`config.mk`:
```
export PLATFORM = sky130hd
export DESIGN_NAME = mdio_mgmt_master
export DESIGN_NICKNAME = d
export VERILOG_FILES = /design/src/rtl/mdio_mgmt_pkg.sv /design/src/rtl/mdio_clk_div.sv /design/src/rtl/mdio_frame_engine.sv /design/src/rtl/mdio_mgmt_master.sv
export SDC_FILE = /design/constraint.sdc
export NUM_CORES = 1
export LEC_CHECK = 0
export BUFFER_PORTS_ARGS = -buffer_cell sky130_fd_sc_hd__buf_2
export CAP_MARGIN = 40
export CORE_MARGIN = 2
export CORE_UTILIZATION = 51
export CTS_BUF_LIST = sky130_fd_sc_hd__clkbuf_8
export DETAILED_ROUTE_END_ITERATION = 12
export PLACE_DENSITY = 0.73
export SYNTH_ARGS = -nofsm -noshare
export SYNTH_HDL_FRONTEND = slang
export SYNTH_SLANG_ARGS = --single-unit
```
`constraint.sdc`:
```
create_clock -name clk -period 4.3 [get_ports clk]
set_input_delay 0.86 -clock clk [delete_from_list [all_inputs] [get_ports clk]]
set_output_delay 0.86 -clock clk [all_outputs]
set_load 0.02 [all_outputs]
```
`src/rtl/mdio_mgmt_pkg.sv`:
```
package mdio_mgmt_pkg;
  localparam int DIV_W     = 8;
  localparam int HALF_W    = DIV_W - 1;
  localparam int FIELD_W   = 5;
  localparam int WORD_W    = 16;
  localparam int BODY_W    = 32;
  localparam int POS_W     = 6;
  localparam int TA_HI     = 17;
  localparam int LINK_BIT  = 2;

  localparam logic [2:0] IDX_MODE = 3'd0;
  localparam logic [2:0] IDX_CMD  = 3'd1;
  localparam logic [2:0] IDX_ADDR = 3'd2;
  localparam logic [2:0] IDX_TXD  = 3'd3;
  localparam logic [2:0] IDX_RXD  = 3'd4;
  localparam logic [2:0] IDX_STAT = 3'd5;

  localparam int CMD_SCAN = 0;
  localparam int CMD_READ = 1;
  localparam int CMD_WRITE = 2;

  function automatic logic [HALF_W-1:0] half_period(input logic [DIV_W-1:0] d);
    return (d[DIV_W-1:1] == '0) ? HALF_W'(1) : d[DIV_W-1:1];
  endfunction

  function automatic logic [BODY_W-1:0] build_body(input logic is_read,
                                                   input logic [FIELD_W-1:0] phy,
                                                   input logic [FIELD_W-1:0] rga,
                                                   input logic [WORD_W-1:0] wd);
    return {2'b01, is_read ? 2'b10 : 2'b01, phy, rga,
            is_read ? 2'b11 : 2'b10, is_read ? WORD_W'(0) : wd};
  endfunction

  function automatic logic frame_bit(input logic [BODY_W-1:0] body,
                                     input logic [POS_W-1:0] pos);
    return pos[POS_W-1] ? 1'b1 : body[pos[POS_W-2:0]];
  endfunction
endpackage

```
`src/rtl/mdio_clk_div.sv`:
```
module mdio_clk_div
  import mdio_mgmt_pkg::*;
(
  input  logic             clk,
  input  logic             rst_n,
  input  logic [DIV_W-1:0] div_sel,
  output logic             mdc,
  output logic             rise_stb,
  output logic             fall_stb
);
  logic [HALF_W-1:0] cnt_q;
  logic [HALF_W-1:0] half;
  logic              tick;

  assign half     = half_period(div_sel);
  assign tick     = (cnt_q >= half - HALF_W'(1));
  assign rise_stb = tick & ~mdc;
  assign fall_stb = tick & mdc;

  always_ff @(posedge clk) begin
    if (!rst_n) begin
      cnt_q <= '0;
      mdc   <= 1'b0;
    end else begin
      cnt_q <= tick ? '0 : cnt_q + HALF_W'(1);
      if (tick) mdc <= ~mdc;
    end
  end

  AST_MDC_RISE: assert property (@(posedge clk) disable iff (!rst_n)
    rise_stb |=> mdc);
  AST_MDC_FALL: assert property (@(posedge clk) disable iff (!rst_n)
    fall_stb |=> !mdc);
  AST_MDC_HOLD: assert property (@(posedge clk) disable iff (!rst_n)
    (!rise_stb && !fall_stb) |=> $stable(mdc));
endmodule

```
`src/rtl/mdio_frame_engine.sv`:
```
module mdio_frame_engine
  import mdio_mgmt_pkg::*;
(
  input  logic               clk,
  input  logic               rst_n,
  input  logic               rise_stb,
  input  logic               fall_stb,
  input  logic               launch,
  input  logic               op_read,
  input  logic               no_pre,
  input  logic [FIELD_W-1:0] phy_ad,
  input  logic [FIELD_W-1:0] reg_ad,
  input  logic [WORD_W-1:0]  wr_data,
  input  logic               mdio_in,
  output logic               mdio_out,
  output logic               mdio_oe,
  output logic               active,
  output logic               frame_done,
  output logic [WORD_W-1:0]  rd_data
);
  logic [BODY_W-1:0] body_q, body_nx;
  logic [POS_W-1:0]  pos_q, pos_nx;
  logic              rd_q;
  logic [WORD_W-1:0] cap_q;

  assign frame_done = active & fall_stb & (pos_q == '0);
  assign rd_data    = cap_q;

  always_comb begin
    body_nx = build_body(op_read, phy_ad, reg_ad, wr_data);
    if (launch) pos_nx = no_pre ? POS_W'(BODY_W - 1) : POS_W'(2 * BODY_W - 1);
    else        pos_nx = pos_q - POS_W'(1);
  end

  always_ff @(posedge clk) begin
    if (!rst_n) begin
      active   <= 1'b0;
      body_q   <= '0;
      pos_q    <= '0;
      rd_q     <= 1'b0;
      mdio_out <= 1'b1;
      mdio_oe  <= 1'b0;
      cap_q    <= '0;
    end else begin
      if (launch) begin
        active   <= 1'b1;
        body_q   <= body_nx;
        rd_q     <= op_read;
        pos_q    <= pos_nx;
        mdio_out <= frame_bit(body_nx, pos_nx);
        mdio_oe  <= !(op_read && pos_nx <= POS_W'(TA_HI));
      end else if (frame_done) begin
        active   <= 1'b0;
        mdio_out <= 1'b1;
        mdio_oe  <= 1'b0;
      end else if (active && fall_stb) begin
        pos_q    <= pos_nx;
        mdio_out <= frame_bit(body_q, pos_nx);
        mdio_oe  <= !(rd_q && pos_nx <= POS_W'(TA_HI));
      end
      if (active && rise_stb && rd_q && pos_q < POS_W'(WORD_W))
        cap_q[pos_q[3:0]] <= mdio_in;
    end
  end

  AST_READ_RELEASE: assert property (@(posedge clk) disable iff (!rst_n)
    (active && rd_q && pos_q <= POS_W'(TA_HI)) |-> !mdio_oe);
  AST_OUT_ON_FALL: assert property (@(posedge clk) disable iff (!rst_n)
    (active && !fall_stb) |=> $stable(mdio_out));
  AST_IDLE_NO_DRIVE: assert property (@(posedge clk) disable iff (!rst_n)
    frame_done |=> !mdio_oe);
endmodule

```
`src/rtl/mdio_mgmt_master.sv`:
```
module mdio_mgmt_master
  import mdio_mgmt_pkg::*;
(
  input  logic        clk,
  input  logic        rst_n,
  input  logic        reg_wr,
  input  logic [2:0]  reg_addr,
  input  logic [31:0] reg_wdata,
  output logic [31:0] reg_rdata,
  output logic        mdc,
  output logic        mdio_out,
  output logic        mdio_oe,
  input  logic        mdio_in
);
  logic [DIV_W:0]     mode_q;
  logic [2:0]         cmd_q;
  logic [FIELD_W-1:0] phy_q, rga_q;
  logic [WORD_W-1:0]  txd_q, rxd_q;
  logic               link_fail_q, invalid_q, req_q, rd_op_q, scan_q;
  logic               rise_stb, fall_stb, active, frame_done, launch, busy;
  logic               cmd_wr, accept, scan_req;
  logic [WORD_W-1:0]  rd_data;
  logic               unused_wr_hi;

  assign unused_wr_hi = ^reg_wdata[31:16];
  assign busy     = req_q | active;
  assign launch   = req_q & fall_stb & ~active;
  assign cmd_wr   = reg_wr && reg_addr == IDX_CMD;
  assign accept   = cmd_wr && !busy && (reg_wdata[2:0] != 3'b000);
  assign scan_req = !reg_wdata[CMD_WRITE] && !reg_wdata[CMD_READ] && reg_wdata[CMD_SCAN];

  mdio_clk_div u_div (
    .clk(clk), .rst_n(rst_n), .div_sel(mode_q[DIV_W-1:0]),
    .mdc(mdc), .rise_stb(rise_stb), .fall_stb(fall_stb)
  );

  mdio_frame_engine u_eng (
    .clk(clk), .rst_n(rst_n), .rise_stb(rise_stb), .fall_stb(fall_stb),
    .launch(launch), .op_read(rd_op_q), .no_pre(mode_q[DIV_W]),
    .phy_ad(phy_q), .reg_ad(rga_q), .wr_data(txd_q), .mdio_in(mdio_in),
    .mdio_out(mdio_out), .mdio_oe(mdio_oe), .active(active),
    .frame_done(frame_done), .rd_data(rd_data)
  );

  always_ff @(posedge clk) begin
    if (!rst_n) begin
      mode_q      <= '0;
      cmd_q       <= '0;
      phy_q       <= '0;
      rga_q       <= '0;
      txd_q       <= '0;
      rxd_q       <= '0;
      link_fail_q <= 1'b0;
      invalid_q   <= 1'b0;
      req_q       <= 1'b0;
      rd_op_q     <= 1'b0;
      scan_q      <= 1'b0;
    end else begin
      if (reg_wr && reg_addr == IDX_MODE) mode_q <= reg_wdata[DIV_W:0];
      if (reg_wr && reg_addr == IDX_ADDR) begin
        phy_q <= reg_wdata[FIELD_W-1:0];
        rga_q <= reg_wdata[8 +: FIELD_W];
      end
      if (reg_wr && reg_addr == IDX_TXD) txd_q <= reg_wdata[WORD_W-1:0];
      if (cmd_wr) cmd_q <= reg_wdata[2:0];
      if (accept) begin
        req_q   <= 1'b1;
        rd_op_q <= !reg_wdata[CMD_WRITE];
        scan_q  <= scan_req;
        if (scan_req) invalid_q <= 1'b1;
      end else if (launch) begin
        req_q <= 1'b0;
      end
      if (frame_done) begin
        if (rd_op_q) rxd_q <= rd_data;
        if (scan_q) begin
          link_fail_q <= ~rd_data[LINK_BIT];
          invalid_q   <= 1'b0;
          if (cmd_q[CMD_SCAN]) req_q  <= 1'b1;
          else                 scan_q <= 1'b0;
        end
      end
    end
  end

  always_comb begin
    case (reg_addr)
      IDX_MODE: reg_rdata = {{(31 - DIV_W){1'b0}}, mode_q};
      IDX_CMD:  reg_rdata = {29'b0, cmd_q};
      IDX_ADDR: reg_rdata = {19'b0, rga_q, 3'b0, phy_q};
      IDX_TXD:  reg_rdata = {16'b0, txd_q};
      IDX_RXD:  reg_rdata = {16'b0, rxd_q};
      IDX_STAT: reg_rdata = {29'b0, invalid_q, busy, link_fail_q};
      default:  reg_rdata = '0;
    endcase
  end

  AST_BUSY_HOLD: assert property (@(posedge clk) disable iff (!rst_n)
    (busy && !frame_done) |=> busy);
  AST_BUSY_ON_ACCEPT: assert property (@(posedge clk) disable iff (!rst_n)
    accept |=> busy);
  AST_INVALID_CLR: assert property (@(posedge clk) disable iff (!rst_n)
    $fell(invalid_q) |-> $past(frame_done));
  AST_NO_START_IDLE: assert property (@(posedge clk) disable iff (!rst_n)
    (!busy && !accept) |=> !active);
endmodule

```
==> results of run 1 <==
==> worst max-delay path, delay by kind of cell (launching register included) <==
family | cells | cell delay, ns
simple gates | 4 | 1.16
fa+ha+maj | 2 | 0.57
flops | 1 | 0.48
xor+xnor | 1 | 0.11
compound gates | 5 | 1.15
buf+inv | 1 | 0.21
==> final cells by class <==
class	instances	area [µm²]	share of cell area (%)
tap	143	179	2.68
timing repair buffer	58	350	5.25
clock inverter	9	96.3	1.44
sequential	121	2420	36.3
multi-input combinational	538	3290	49.3
inverter	10	37.5	0.562
clock buffer	22	303	4.53
==> through the flow <==
step / utilization [%] / power [mW] / instance area (µm²) / hold WS, ns / cells
CTS: 58.2 / 2.46 / 6680 / 0.466 / 901
finish: 58.2 / 2.45 / 6680 / 0.461 / 901
global route: 58.2 / 2.55 / 6680 / 0.477 / 901
global placement: 54.4 / 1.43 / 6240 / 0.439 / 867
floorplan: - / 1.38 / 6060 / 0.426 / 730
detailed placement: 54.8 / 1.44 / 6280 / 0.452 / 870
==> final timing paths <==
kind / cells after the start / to / slack [ns]
setup / recovery: 13 / u_eng.mdio_out / 0.52
hold / removal: 1 / u_div.cnt_q[0] / 0.46
setup reg to reg: 13 / u_eng.mdio_out / 0.52
hold reg to reg: 1 / u_div.cnt_q[0] / 0.46
==> per-layer routing <==
layer	vias up	global-route usage [%]	share of wire [%]
li1	2485	-	-
met1	2438	31.8	45
met2	159	38.8	47
met3	27	6.26	5.7
met4	0	10.0	2.5
met5	-	0	0
==> state kept, by name (all words and copies together), names as in the netlist, 3 cells and up <==
signal	cells
u_eng.rd_data	16
rga_q	5
u_eng.pos_q	6
cmd_q	3
txd_q	16
u_div.cnt_q	7
u_eng.body_q	29
mode_q	9
phy_q	5
rxd_q	16
==> logic make-up after synthesis <==
kind of cell | count (synthesis)
simple gates | 302
compound gates | 166
flops | 121
buf+inv | 71
mux | 25
xor+xnor | 15
fa+ha+maj | 14
other cells | 1
==> power groups by stage <==
| stage | Clock, mW | Sequential [mW] | Combinational (mW) |
|---|---|---|---|
| finish | 1.03 | 1.17 | 0.251 |
| global placement | 0 | 1.19 | 0.239 |
| CTS | 1.04 | 1.17 | 0.249 |
| detailed placement | 0 | 1.19 | 0.248 |
| floorplan | 0 | 1.19 | 0.189 |
| global route | 1.10 | 1.17 | 0.276 |
==> layout by cell type (no fill, tap or decap), types with 12 or more instances in the layout <==
cell type / count
dfxtp_1: 121
o21ai_0: 14
a21boi_0: 92
buf_4: 14
clkbuf_8: 22
nand3_1: 26
nand3b_1: 18
nand2_1: 188
buf_2: 42
conb_1: 16
a21oi_1: 12
nor2_1: 21
mux2i_1: 17
nor2b_1: 15
ha_1: 14
==> flow_summary_export.csv, run 1 <==
group,metric,value,unit
min_path,hp-start,"u_div.cnt_q[0]",
yosys,ys.flop_type,"dfxtp_1",
power,ir_worst_vdd,0.302,mV
power,p_sw_share,25.6,%
yosys,synth_top_family_by_area,"simple AND/OR/NAND/NOR gates",
placed_design,dp_hpwl,10500,µm
worst_setup_path,critical_path_arrival,4.12,ns
timing,setup_viol,0,
placed_design,pre_cts_slack,0.587,ns
min_path,hold_class,"flop to flop",
final_layout,fillers,1019,
timing,fin_tns_setup,0,ns
worst_setup_path,path_max_fanout,12,
worst_setup_path,max_stage_delay,0.56,ns
yosys,synth_cell_types,54,
route,drt-total-wl,14900,µm
cts,holdBufCountCts,0,
route,via_per_inst,5.67,
yosys,synth_most_common_cell,"nand2_1",
floorplan,initial_core_util,52.4,%
yosys,synth-compound-area-share,20.5,%
floorplan,io_pins,74,
grt,grt_usage,24.4,%
yosys,synth.mux.area_fraction,5.46,%
power,p_per_area,366,nW/µm²
power,power_frac_comb,10.3,%
final_layout,areaGrowthSynthToFinish,11.2,%
power,clock_power_share,41.9,%
yosys,synthTopCellsByArea,"dfxtp_1 40%, nand2_1 12%, a21boi_0 11%, ha_1 2.9%, mux2i_1 2.8%",
grt,grt_pass1_vias,4811,
timing,post-route-min-period,3.78,ns
cts,ctsResizeCount,0,
route,wl_per_cell,16.5,µm
power,p_switching,625,µW
floorplan,die_w,113,µm
floorplan,rows,39,
final_layout,layout-drive-gt1-share,14.0,%
grt,grt_max_degree,58,
run,maxCapViolations,0,
worst_setup_path,r2r-start,"mode_q[4]",
grt,antenna_found_initial,0,
cts,clk_latency,0.44,ns
yosys,synth_xor_area_share,2.19,%
power,leakage,2.41,nW
timing,post-route-period-util,88.0,%
cts,htreeDepth,4,
worst_setup_path,cp_common_cell,"ha_1",
yosys,syn_area_per_cell,8.40,µm²
final_layout,nNetsFinal,799,
yosys,ys_ff_latch,121,
cts,path_clk_slew,0.08,ns
yosys,synthTopCellsByCount,"188 x nand2_1, 121 x dfxtp_1, 92 x a21boi_0",
timing,hold_viol_final,0,
route,drtIter0Drc,462,
yosys,yosys_warnings,0,
route,num_vias,5109,
worst_setup_path,path_cells,"nor3_1, a21oi_1, ha_1, nor3b_1, xnor2_1, ha_1, and4_1, a211oi_2, buf_4, or3b_2, a2111oi_4, o21ai_1, o31a_1",
timing,rsz0062_at_grt,"no",
placed_design,portBuffers,41,
grt,grt_pass1_wl,24400,µm
yosys,synthCells,715,
cts,cts_sinks,121,
worst_setup_path,cp_slowest_cell,"or3b_2",
worst_setup_path,crit_type,"flop to flop",
route,drc,0,
yosys,synth_edf_count,0,
floorplan,core,11500,µm²
timing,relSlewSlack,41.4,%
worst_setup_path,setup.worst_path.end_class,"flop",
timing,timing.final.max_slew_violations,0,
yosys,synth_async_sr_flop_share,0,%
route,first_pass_iters,5,
placed_design,gp_congestion,0.865,
yosys,ys_seq_area_share,40.3,%
timing,max_freq,0.264,GHz
grt,grt-ovfl-total,0,
floorplan,die_area,12700,µm²
floorplan,dieHeight,113,µm
cts,clockBufferDepth,2,
worst_setup_path,worstSetupStartpointType,"flop",
power,p_seq_share,47.8,%
worst_setup_path,worstPathRequired,4.63,ns
yosys,synth-adder-area-share,2.92,%
timing,worstMarginPinSlew,0.876,ns
cts,tritoncts,"yes",
cts,numCtsBuffers,17,
yosys,synthSimpleGateAreaFrac,22.7,%
cts,root_buffer,"clkbuf_8",
yosys,synth_largest_area_cell,"dfxtp_1",
power,intPower,1.82,mW
worst_setup_path,crit_path_start,"mode_q[4]",
timing,clock_skew,0.0123,ns
run_status,outcome,"finished clean",
route,final_antenna_net_count,0,
yosys,syn-cell-area,6010,µm²
timing,setup_slack,0.518,ns
cts,postCtsSetupRepairBufs,0,
final_layout,n_antenna_cell,0,
yosys,yosysTopAreaCellShare,40.3,%
Note: power is estimated with default switching activity, not from simulation.
==> run 2, diff against run 1 <==
Settings changed: CORE_UTILIZATION 51 to 30, PLACE_DENSITY 0.73 to 0.49, SYNTH_HIERARCHICAL set to 1.
==> run 2 against run 1 <==
Net effect:
- power is 1.4% higher
- setup slack worse by 0.26 ns
- highest routed layer unchanged
- sequential power hardly changed
- largest power group unchanged
==> flow_summary_export.csv, run 2 <==
group,metric,value,unit
worst_setup_path,worstSetupStartpointType,"flop",
cts,root_buffer,"clkbuf_8",
route,drtIter0Drc,415,
route,first_pass_iters,6,
worst_setup_path,setup.worst_path.end_class,"flop",
grt,grt_pass1_wl,26900,µm
grt,grt-ovfl-total,0,
route,final_antenna_net_count,0,
route,via_per_inst,4.96,
worst_setup_path,critical_path_arrival,4.38,ns
yosys,ys_seq_area_share,40.4,%
min_path,min_delay_path_depth,2,
yosys,synth_cell_types,74,
route,drt-total-wl,16800,µm
cts,path_clk_slew,0.08,ns
min_path,hp-start,"u_eng/rd_data[15]",
yosys,synthCells,691,
run,maxCapViolations,0,
grt,antenna_found_initial,0,
final_layout,nNetsFinal,783,
worst_setup_path,rr_worst_depth,19,
cts,clockBufferDepth,2,
floorplan,rows,51,
placed_design,dp_hpwl,12100,µm
min_path,hold_class,"flop to flop",
timing,rsz0062_at_grt,"no",
yosys,yosysTopAreaCellShare,40.4,%
final_layout,seq_area,2420,µm²
route,num_vias,5002,
final_layout,largest_reg_flops,29,
grt,grt_usage,15.9,%
yosys,yosys_warnings,6,
route,drc,0,
yosys,synthTopCellsByArea,"dfxtp_1 40%, nand2_1 8.8%, mux2i_1 6.2%, a21oi_1 5.1%, nor2b_1 4.0%",
timing,hold_viol_final,0,
floorplan,die_area,21100,µm²
min_path,min_to,"rxd_q[15]",
worst_setup_path,path_max_fanout,8,
cts,htreeDepth,4,
worst_setup_path,r2r-end,"u_eng/mdio_out",
timing,post-route-period-util,94.1,%
cts,numCtsBuffers,17,
final_layout,final_cell_mix,"141 x nand2_1, 121 x dfxtp_1, 61 x a21oi_1, 41 x buf_2",
floorplan,core,19500,µm²
worst_setup_path,crit_type,"flop to flop",
yosys,synth_async_sr_flop_share,0,%
final_layout,fillers,2086,
timing,max_freq,0.247,GHz
timing,fin_tns_setup,0,ns
timing,relSlewSlack,51.9,%
final_layout,areaGrowthSynthToFinish,14.7,%
worst_setup_path,worstPathRequired,4.63,ns
yosys,ys_ff_latch,121,
floorplan,dieHeight,145,µm
timing,clock_skew,0.0121,ns
yosys,synth_largest_area_cell,"dfxtp_1",
power,leakage,2.48,nW
timing,worstMarginPinSlew,0.722,ns
final_layout,multiInputGateArea,3280,µm²
placed_design,gp_congestion,0.834,
cts,clk_latency,0.45,ns
worst_setup_path,r2r-start,"mode_q[4]",
final_layout,regMostFlops,"u_eng/body_q",
grt,grt_max_degree,56,
timing,post-route-min-period,4.05,ns
yosys,syn_area_per_cell,8.68,µm²
final_layout,final_common_cell,"nand2_1",
yosys,ys.flop_type,"dfxtp_1",
yosys,synthTopCellsByCount,"141 x nand2_1, 121 x dfxtp_1, 61 x a21oi_1",
floorplan,initial_core_util,30.7,%
floorplan,io_pins,74,
yosys,synth_edf_count,0,
final_layout,layout-drive-gt1-share,17.0,%
timing,setup_viol,0,
worst_setup_path,ff2ff_setup_slack,0.25,ns
floorplan,die_w,145,µm
route,wl_per_cell,16.7,µm
cts,cts_sinks,121,
placed_design,portBuffers,41,
power,ir_worst_vdd,0.160,mV
power,p_per_area,360,nW/µm²
run_status,outcome,"finished clean",
final_layout,n_antenna_cell,0,
cts,tritoncts,"yes",
yosys,syn-cell-area,6000,µm²
cts,holdBufCountCts,0,
yosys,synth_most_common_cell,"nand2_1",
grt,grt_pass1_vias,4848,
power,p_total,2.48,mW
timing,timing.final.max_slew_violations,0,
run 2: changes by cell type after synthesis, moves of 6 or more:
cell	previous run	this run
a21boi_0	92	12
a21oi_1	12	61
a22oi_1	11	17
clkbuf_1	30	22
mux2i_1	17	37
nand2_1	188	141
nand3b_1	18	0
nor2b_1	15	38
run 2: worst max-delay path, stage by stage, from the launching register on:
cell and delay [ns]:
dfxtp_1 0.32, or4_4 0.55, nor3_2 0.12, nor2_1 0.08, ha_1 0.22, nand2_1 0.10
nor3_1 0.06, xnor2_1 0.13, ha_1 0.33, and3_4 0.20, o211ai_1 0.10, o21a_1 0.24
nor2b_2 0.15, nand2b_1 0.12, nor2_4 0.24, buf_4 0.22, a211oi_1 0.07, a211o_1 0.26
a2111oi_1 0.36, a211oi_1 0.07
run 2: cell families (layout without fill, tap and decap cells):
| group | count (synthesis) | count (layout) | share of synthesized area [%] |
|---|---|---|---|
| flops | 121 | 121 | 40.4 |
| simple gates | 271 | 271 | 22.6 |
| other cells | 1 | 16 | 0.0625 |
| xor+xnor | 16 | 16 | 2.34 |
| fa+ha+maj | 14 | 14 | 2.92 |
| mux | 45 | 45 | 8.55 |
| buf+inv | 70 | 107 | 6.42 |
| compound gates | 153 | 153 | 16.7 |
run 2: power breakdown:
| part | switching, mW | internal [mW] |
|---|---|---|
| Sequential | 0.0235 | 1.14 |
| Clock | 0.497 | 0.572 |
| Combinational | 0.151 | 0.0961 |
run 2: repair_timing:
item	4_1_cts	5_1_grt
resized for setup	0	8
buffers inserted	0	1
endpoints found under the setup margin	0	43
run 2: cell type report:
type / count / share of cell area (%)
multi-input cells: 515 / 47.7
inverters: 10 / 0.545
well taps: 265 / 4.82
repair buffers: 65 / 5.78
clock buffers: 17 / 3.40
clock inverters: 15 / 2.56
flip-flops and latches: 121 / 35.2
run 2: stage by stage:
stage / util [%] / cells / area [µm²] / setup WS (ns) / hold slack [ns]
floorplan: - / 706 / 6060 / 0.322 / 0.428
global placement: 32.8 / 974 / 6410 / 0.0810 / 0.437
detailed placement: 32.9 / 975 / 6430 / 0.0251 / 0.446
CTS: 35.0 / 1007 / 6840 / 0.000676 / 0.458
global route: 35.2 / 1008 / 6880 / 0.0243 / 0.479
finish: 35.2 / 1008 / 6880 / 0.253 / 0.456
run 2: how the worst max path moves through the flow:
stage | start | to | slack (ns) | depth (start not counted)
5_1_grt | mode_q[4] | u_eng/mdio_oe | 0.02 | 19
2_1_floorplan | mode_q[4] | u_eng/mdio_out | 0.32 | 19
4_1_cts | mode_q[4] | u_eng/mdio_out | 0.0007 | 19
3_3_place_gp | mode_q[4] | u_eng/mdio_out | 0.08 | 19
6_report | mode_q[4] | u_eng/mdio_out | 0.25 | 19
3_5_place_dp | mode_q[4] | u_eng/mdio_out | 0.03 | 19
run 2: layer usage:
layer,vias to the layer above,GRT usage (%),part of all wire [%]
met4,0,5.29,1.8
met3,17,3.92,3.6
met5,-,0,0
li1,2461,-,-
met1,2408,20.6,47
met2,116,26.1,48
==> run 3, diff against run 2 <==
Settings changed: SETUP_SLACK_MARGIN set to 0.4.
==> run 3 against run 2 <==
Net effect:
- clock skew up 0.0043 ns
- sequential share of layout area is 1.5 points lower
- combinational power increased by 11%
- clock power about the same
- final area increased by 4.6%
- worst hold slack got worse by 0.0074 ns
- register-to-register slack improved by 0.10 ns
- cell count up 1.7%
- maximum frequency is 2.6% higher
- utilization up 1.6 points
- clock-buffer cell count is the same
- routed wire length up 3.3%
- critical path type unchanged
==> flow_summary_export.csv, run 3 (same netlist as run 2, synthesis figures left out) <==
group,metric,value,unit
worst_setup_path,ff2ff_setup_slack,0.36,ns
final_layout,areaGrowthSynthToFinish,20.0,%
timing,rsz0062_at_grt,"yes",
timing,worstMarginPinSlew,0.765,ns
route,wl_met1,8010,µm
worst_setup_path,critical_path_arrival,4.28,ns
route,first_pass_iters,5,
worst_setup_path,path_max_fanout,8,
min_path,hp-start,"u_eng/rd_data[12]",
min_path,min_to,"rxd_q[12]",
final_layout,final_cell_mix,"138 x nand2_1, 120 x dfxtp_1, 52 x a21oi_1, 41 x buf_2",
route,drtIter0Drc,295,
cts,numCtsBuffers,17,
grt,grt_usage,16.5,%
route,top_layer_used,"met4",
worst_setup_path,worstPathRequired,4.63,ns
floorplan,dieHeight,145,µm
floorplan,initial_core_util,30.7,%
worst_setup_path,rr_worst_depth,19,
route,wl_met2,8280,µm
power,clock_power_share,42.1,%
floorplan,rows,51,
final_layout,finalNonFillerCells,1025,
power,ir_worst_vdd,0.165,mV
power,power_frac_comb,11.0,%
floorplan,die_w,145,µm
floorplan,die_area,21100,µm²
timing,relSlewSlack,49.0,%
cts,clockBufferDepth,2,
cts,tritoncts,"yes",
run_status,outcome,"finished clean",
route,drt-total-wl,17400,µm
grt,grt-ovfl-total,0,
cts,cts_sinks,121,
cts,holdBufCountCts,0,
worst_setup_path,crit_type,"flop to flop",
final_layout,n_antenna_cell,0,
min_path,hold_class,"flop to flop",
grt,grt_pass1_wl,27400,µm
timing,fin_tns_setup,0,ns
placed_design,dp_hpwl,12100,µm
power,p_seq_share,46.9,%
final_layout,final_area,7200,µm²
worst_setup_path,setup.worst_path.end_class,"flop",
cts,path_clk_slew,0.08,ns
route,wl_met3,721,µm
final_layout,nNetsFinal,800,
min_path,min_delay_path_depth,2,
final_layout,multiInputGateArea,3440,µm²
timing,post-route-min-period,3.94,ns
route,num_vias,5087,
timing,timing.final.max_slew_violations,0,
timing,clock_skew,0.0164,ns
cts,clk_latency,0.46,ns
floorplan,core,19500,µm²
timing,hold_viol_final,0,
final_layout,utilization,36.9,%
power,intPower,1.78,mW
final_layout,regMostFlops,"u_eng/body_q",
final_layout,fillers,2055,
placed_design,portBuffers,41,
power,leakage,2.61,nW
worst_setup_path,r2r-end,"u_eng/mdio_out",
timing,post-route-period-util,91.7,%
worst_setup_path,r2r-start,"mode_q[4]",
timing,max_freq,0.254,GHz
grt,grt_pass1_vias,4971,
placed_design,placed_area,6470,µm²
timing,setup_slack,0.358,ns
cts,root_buffer,"clkbuf_8",
floorplan,io_pins,74,
placed_design,gp_congestion,0.846,
grt,antenna_found_initial,0,
power,p_switching,706,µW
grt,grt_max_degree,60,
worst_setup_path,worstSetupStartpointType,"flop",
placed_design,dp_cells,978,
placed_design,pre_cts_slack,0.110,ns
run,maxCapViolations,0,
final_layout,final_common_cell,"nand2_1",
route,wl_per_cell,17.0,µm
final_layout,layout-drive-gt1-share,22.1,%
route,drc,0,
timing,hold_slack,0.449,ns
route,final_antenna_net_count,0,
timing,setup_viol,0,
route,via_per_inst,4.96,
power,p_total,2.48,mW
power,p_per_area,345,nW/µm²
power,p_sw_share,28.4,%
final_layout,seq_area,2420,µm²
final_layout,largest_reg_flops,29,
cts,htreeDepth,4,
## run 3: what timing repair did
item	4_1_cts	5_1_grt
pin swaps	6	11
setup buffers	4	10
setup endpoints to repair	35	37
resized for setup	11	40
cloned	0	1
## run 3: how the worst max path moves through the flow
stage / slack, ns / from / endpoint / cells past startpoint
detailed placement: 0.11 / mode_q[4] / u_eng/mdio_out / 19
finish: 0.36 / mode_q[4] / u_eng/mdio_out / 19
CTS: 0.35 / mode_q[4] / u_eng/mdio_out / 19
global route: 0.12 / mode_q[4] / u_eng/mdio_out / 19
floorplan: 0.42 / mode_q[4] / u_eng/mdio_out / 19
global placement: 0.13 / mode_q[4] / u_eng/mdio_out / 19
## run 3: worst max-delay path, cell delays in order, from the launching register on
cell and delay, ns:
dfxtp_2 0.32, or4_4 0.54, nor3_2 0.11, nor2_1 0.08, ha_2 0.19, nand2_2 0.08
nor3_2 0.05, xnor2_1 0.17, ha_1 0.28, and3_4 0.20, a221oi_4 0.26, o21a_1 0.21
nor2b_2 0.07, nand2b_1 0.14, nor2_4 0.07, buf_6 0.14, o21bai_4 0.18, a211o_1 0.32
a2111oi_4 0.34, a211oi_1 0.07
## run 3: layout make-up
type | instances | area share, %
Inverter | 10 | 0.626
Clock buffer | 17 | 3.25
Sequential cell | 121 | 33.7
Clock inverter | 15 | 2.33
Multi-Input combinational cell | 515 | 47.8
Tap cell | 265 | 4.61
Timing Repair Buffer | 82 | 7.72
## run 3: power groups by stage
stage                     sequential [mW]  clock, mW  combinational [mW]
final                                1.16       1.05               0.273
after global routing                 1.17       1.12               0.297
after CTS                            1.16       1.07               0.256
after detailed placement             1.19          0               0.242
after global placement               1.19          0               0.236
after floorplan                      1.19          0               0.172
## run 3: per-layer routing
layer,vias up,global-route usage (%)
met5,-,0
met4,0,5.78
met3,20,3.64
met2,113,27.3
met1,2446,21.2
li1,2508,-
